`config.mk`:
```
export PLATFORM = sky130hd
export DESIGN_NAME = lvl_code_gen
export DESIGN_NICKNAME = d
export VERILOG_FILES = /design/src/rtl/lvl_code_pkg.sv /design/src/rtl/lvl_code_table.sv /design/src/rtl/lvl_code_mux.sv /design/src/rtl/lvl_code_gen.sv
export SDC_FILE = /design/constraint.sdc
export NUM_CORES = 1
export LEC_CHECK = 0
export BUFFER_PORTS_ARGS = -buffer_cell sky130_fd_sc_hd__buf_2
export CAP_MARGIN = 20
export CORE_AREA = 2 2 72 74
export CTS_CLUSTER_DIAMETER = 40
export DETAILED_ROUTE_END_ITERATION = 16
export DIE_AREA = 0 0 74 76
export PLACE_DENSITY_LB_ADDON = 0.15
export SYNTH_ARGS = -nofsm -noshare
export SYNTH_HDL_FRONTEND = slang
export SYNTH_SLANG_ARGS = --single-unit
```
`constraint.sdc`:
```
create_clock -name clk -period 1.1 [get_ports clk]
set_input_delay 0.11 -clock clk [delete_from_list [all_inputs] [get_ports clk]]
set_output_delay 0.11 -clock clk [all_outputs]
set_load 0.005 [all_outputs]
```
`src/rtl/lvl_code_pkg.sv`:
```
`timescale 1ns/1ps
package lvl_code_pkg;
    localparam int CODE_W   = 5;
    localparam int LEVELS   = 4;
    localparam int SYM_W    = $clog2(LEVELS);
    localparam logic [CODE_W-1:0] MID_CODE = CODE_W'(1) << (CODE_W - 1);

    typedef logic [CODE_W-1:0] code_t;
    typedef logic [SYM_W-1:0]  sym_t;

    // both code tables, one packed entry per output level
    typedef struct packed {
        code_t [LEVELS-1:0] pu;
        code_t [LEVELS-1:0] pd;
    } tables_t;

    // registered outputs toward the driver
    typedef struct packed {
        code_t pu;
        code_t pd;
        sym_t  sym;
    } drv_regs_t;
endpackage

```
`src/rtl/lvl_code_table.sv`:
```
`timescale 1ns/1ps
module lvl_code_table
    import lvl_code_pkg::*;
(
    input  logic               clk,
    input  logic               rst_n,
    input  logic               tx_en,
    input  logic               wr_en,
    input  sym_t               wr_lvl,
    input  logic               wr_is_pd,
    input  code_t              wr_data,
    output code_t [LEVELS-1:0] pu_tab,
    output code_t [LEVELS-1:0] pd_tab
);
    tables_t tab_d, tab_q;
    logic    wr_ok;

    // writes are only taken while the driver is idle
    assign wr_ok = wr_en & ~tx_en;

    always_comb begin
        tab_d = tab_q;
        if (wr_ok) begin
            if (wr_is_pd) tab_d.pd[wr_lvl] = wr_data;
            else          tab_d.pu[wr_lvl] = wr_data;
        end
    end

    always_ff @(posedge clk or negedge rst_n) begin
        if (!rst_n) begin
            for (int i = 0; i < LEVELS; i++) begin
                tab_q.pu[i] <= MID_CODE;
                tab_q.pd[i] <= MID_CODE;
            end
        end else begin
            tab_q <= tab_d;
        end
    end

    assign pu_tab = tab_q.pu;
    assign pd_tab = tab_q.pd;
endmodule

```
`src/rtl/lvl_code_mux.sv`:
```
`timescale 1ns/1ps
module lvl_code_mux
    import lvl_code_pkg::*;
(
    input  code_t [LEVELS-1:0] tab,
    input  sym_t               sel,
    output code_t              code
);
    // one LEVELS-to-1 selector per code bit
    for (genvar b = 0; b < CODE_W; b++) begin : g_bit
        logic [LEVELS-1:0] column;
        for (genvar l = 0; l < LEVELS; l++) begin : g_lvl
            assign column[l] = tab[l][b];
        end
        assign code[b] = column[sel];
    end
endmodule

```
`src/rtl/lvl_code_gen.sv`:
```
`timescale 1ns/1ps
module lvl_code_gen
    import lvl_code_pkg::*;
(
    input  logic        clk,
    input  logic        rst_n,
    input  logic        tx_en,
    input  logic        fixed_mode,
    input  logic [1:0]  fixed_sel,
    input  logic [1:0]  sym_in,
    input  logic        wr_en,
    input  logic [1:0]  wr_lvl,
    input  logic        wr_is_pd,
    input  logic [4:0]  wr_data,
    output logic [1:0]  sym_out,
    output logic [4:0]  pu_code,
    output logic [4:0]  pd_code
);
    code_t [LEVELS-1:0] pu_tab, pd_tab;
    sym_t               sel;
    code_t              pu_pick, pd_pick;
    drv_regs_t          drv_d, drv_q;

    lvl_code_table u_table (
        .clk      (clk),
        .rst_n    (rst_n),
        .tx_en    (tx_en),
        .wr_en    (wr_en),
        .wr_lvl   (wr_lvl),
        .wr_is_pd (wr_is_pd),
        .wr_data  (wr_data),
        .pu_tab   (pu_tab),
        .pd_tab   (pd_tab)
    );

    // the fixed mode replaces the data-driven select
    assign sel = fixed_mode ? fixed_sel : sym_in;

    lvl_code_mux u_pu_mux (.tab(pu_tab), .sel(sel), .code(pu_pick));
    lvl_code_mux u_pd_mux (.tab(pd_tab), .sel(sel), .code(pd_pick));

    always_comb begin
        drv_d     = drv_q;
        drv_d.sym = sym_in;
        drv_d.pu  = tx_en ? pu_pick : '0;
        drv_d.pd  = tx_en ? pd_pick : '0;
    end

    always_ff @(posedge clk or negedge rst_n) begin
        if (!rst_n) drv_q <= '0;
        else        drv_q <= drv_d;
    end

    assign sym_out = drv_q.sym;
    assign pu_code = drv_q.pu;
    assign pd_code = drv_q.pd;
endmodule

```
==> metrics <==
maximum VDD drop=0.000684 V; adder-cell share of the synthesized area=0%; TritonCTS clock tree=done; die width=74 um; reg2reg start=u_table.pd_tab[14]$_DFFE_PN1P_; Slew Viols, Final=0; mapped cell area=0.00239 mm2; share of layout cells above drive strength 1=44.8%; Compound-Gate Fraction of Synth Area=15.2%; area delta synth->final=21.7%; post-CTS repair timing setup buffer count=0; Max Freq=0.885 GHz; Final ANT Viol Nets=0; Core Region=0.00491 mm2; Worst setup EP type=flop; Clock Skew=0.00501 ns; placer congestion estimate=0.804; CP Data Required Time=1.33 ns; ranking of synthesized cells by area=dfrtp_1 (46%), mux2_2 (17%), dfstp_2 (8.8%); Initial Util=48.6%; CP startpoint=u_table.pd_tab[14]$_DFFE_PN1P_; Power Total=4.60 mW; largest family of logic cells by synthesized area=multiplexers; Net Count, Synth=219; failing checks=setup timing; Buffers on Ports=28; Antenna diodes=0; Hold Vio Cnt, Final=0; status=finished, violations left; H-tree levels=2; CTS Buffer Depth=2; average wire per standard cell=16.5 um; syn avg cell area=11.8 um2; io pins=29; Worst setup SP type=flop; register bit total from synthesis=52; final worst-path cycle share=103%; Max Cap Viol=0; # setup viols final=3; Hold Crit Class=input port to flop; mux cell area share after synthesis=19.7%; Leak Pwr=1.30 nW; Worst-path clk slew=0.09 ns; drt total wl=5.32 mm; clk sinks=52; Tot GR Track Use=20.7%; vias in the first global route=1,737; critical path peak fanout=3; largest area contributor in the netlist=dfrtp_1; # rows=26; xor-xnor portion of the synthesized cell area=0%; GRT overflow=0; YS warnings=0; pwr dens=1580 mW/mm2; First DRT Iteration DRCs=87; Die Footprint=0.00562 mm2; Post-layout nets=268; first-pass GRT wire length=8.85 mm; worst skew pair latency=0.31 ns; Root Buffer Master=clkbuf_8; Final HPWL DP=3.83 mm; critical path arrival=1.36 ns; CTS Buf Count=5; Hold Crit Start=sym_in[1]; crit path kind=flop to flop; Seq/Total Area, Yosys=55.0%; vias=1,773; initial antenna violation count=0; Max-Slew Margin vs Limit=71.2%; unrepaired setup endpoints after global routing=yes; Hold Worst Slack=0.0225 ns; fin crit period=1.13 ns; DRC violation count after routing=0; Distinct cells, synth=22; Gate Count Post-Synth=202; die height=76 um; post-synthesis simple-gate area fraction=8.34%; Synth top area share=46.1%; DR pass1 iterations=4; largest net degree at the start of global routing=23; worst setup margin=-0.0303 ns; DR vias/cell=5.51; worst slew pin tran=0.432 ns
[what timing repair did]
| item | in CTS | in global routing |
|---|---|---|
| hold endpoints to repair | 12 | 0 |
| gates cloned | 0 | 0 |
| resized for setup | 2 | 5 |
| hold buffers | 2 | 0 |
| pin swaps | 3 | 2 |
| setup endpoints to repair | 2 | 10 |
[cells by family after synthesis]
kind of cell / after synthesis
AND/OR/NAND/NOR: 37
multiplexers: 40
buffers and inverters: 11
flip-flops: 52
AO/OA/AOI/OAI: 62
[power breakdown]
group          leakage [nW]  total (mW)  switching, mW  internal, mW
Clock                0.0510        1.13          0.628         0.503
Combinational         0.619       0.882          0.386         0.496
Sequential            0.633        2.58          0.241          2.34
[worst max-delay path: stages, from the launching register on]
cell	delay, ns
dfstp_2	0.57
nor2_2	0.04
o22ai_2	0.16
o31ai_1	0.11
a31oi_1	0.16
[per-layer routing]
| layer | track usage (%) | wire length (um) | vias up | share of wire [%] |
|---|---|---|---|---|
| met5 | 0 | 0 | - | 0 |
| met4 | 6.73 | 104 | 0 | 2.0 |
| met3 | 5.69 | 225 | 8 | 4.2 |
| met2 | 28.4 | 2260 | 48 | 43 |
| met1 | 31.5 | 2720 | 873 | 51 |
| li1 | - | - | 844 | - |
[state kept, by name (all words and copies together) (netlist names)]
register	count
pd_code	5
u_table.pd_tab	20
sym_out	2
u_table.pu_tab	20
pu_code	5
[synthesized netlist by cell type]
cell type / count
mux2_2: 35
o21ai_1: 2
a31oi_1: 10
nand2_1: 4
mux2_4: 5
nor3b_2: 3
or3_1: 1
o22ai_1: 10
inv_1: 2
and3_1: 1
dfstp_2: 8
clkbuf_1: 7
o21a_1: 1
nand3b_1: 2
buf_2: 2
nand3b_4: 1
nor2b_1: 1
nand2b_1: 1
o31ai_1: 10
dfrtp_1: 44
nor2_1: 23
o21ai_0: 29
[area by class of cell]
class                   instances  area, um2
fillers                       416       2010
flip-flops and latches         52       1310
multi-input cells             139       1050
repair buffers                 51        355
well taps                      70       87.6
clock buffers                   6       82.6
clock inverters                 2       10.0
inverters                       2       7.51
[layout by cell type, fill, tap and decap left out, types with 5 or more instances in the layout]
master    instances
dfrtp_1          44
mux2_2           35
buf_2            28
o21ai_0          26
nor2_1           22
buf_4            18
a31oi_1          10
o22ai_1           9
o31ai_1           9
dfstp_2           8
clkbuf_8          6
mux2_4            5
[stage by stage]
| step | cells | util (%) | area [um2] | TNS, ns | setup slack [ns] |
|---|---|---|---|---|---|
| final | 322 | 59.1 | 2900 | -0.0527 | -0.0303 |
| after global routing | 322 | 59.1 | 2900 | -0.600 | -0.100 |
| after CTS | 322 | 58.7 | 2890 | -0.0656 | -0.0363 |
| after detailed placement | 312 | 56.4 | 2770 | -5.74 | -0.241 |
| after global placement | 312 | 56.4 | 2770 | -5.22 | -0.206 |
| after floorplan | 202 | - | 2390 | -0.121 | -0.0304 |
[path summary, 6_finish.rpt]
kind	end	slack, ns	cells past startpoint
max	pd_code[4]$_DFF_PN0_	-0.03	4
max reg2reg	pd_code[4]$_DFF_PN0_	-0.03	4
max in group asynchronous	u_table.pd_tab[14]$_DFFE_PN1P_	0.31	3
min in group asynchronous	u_table.pu_tab[3]$_DFFE_PN0P_	0.26	2
min reg2reg	u_table.pd_tab[18]$_DFFE_PN0P_	0.51	1
min	sym_out[1]$_DFF_PN0_	0.02	2
Power figures use the tool's default switching activity.
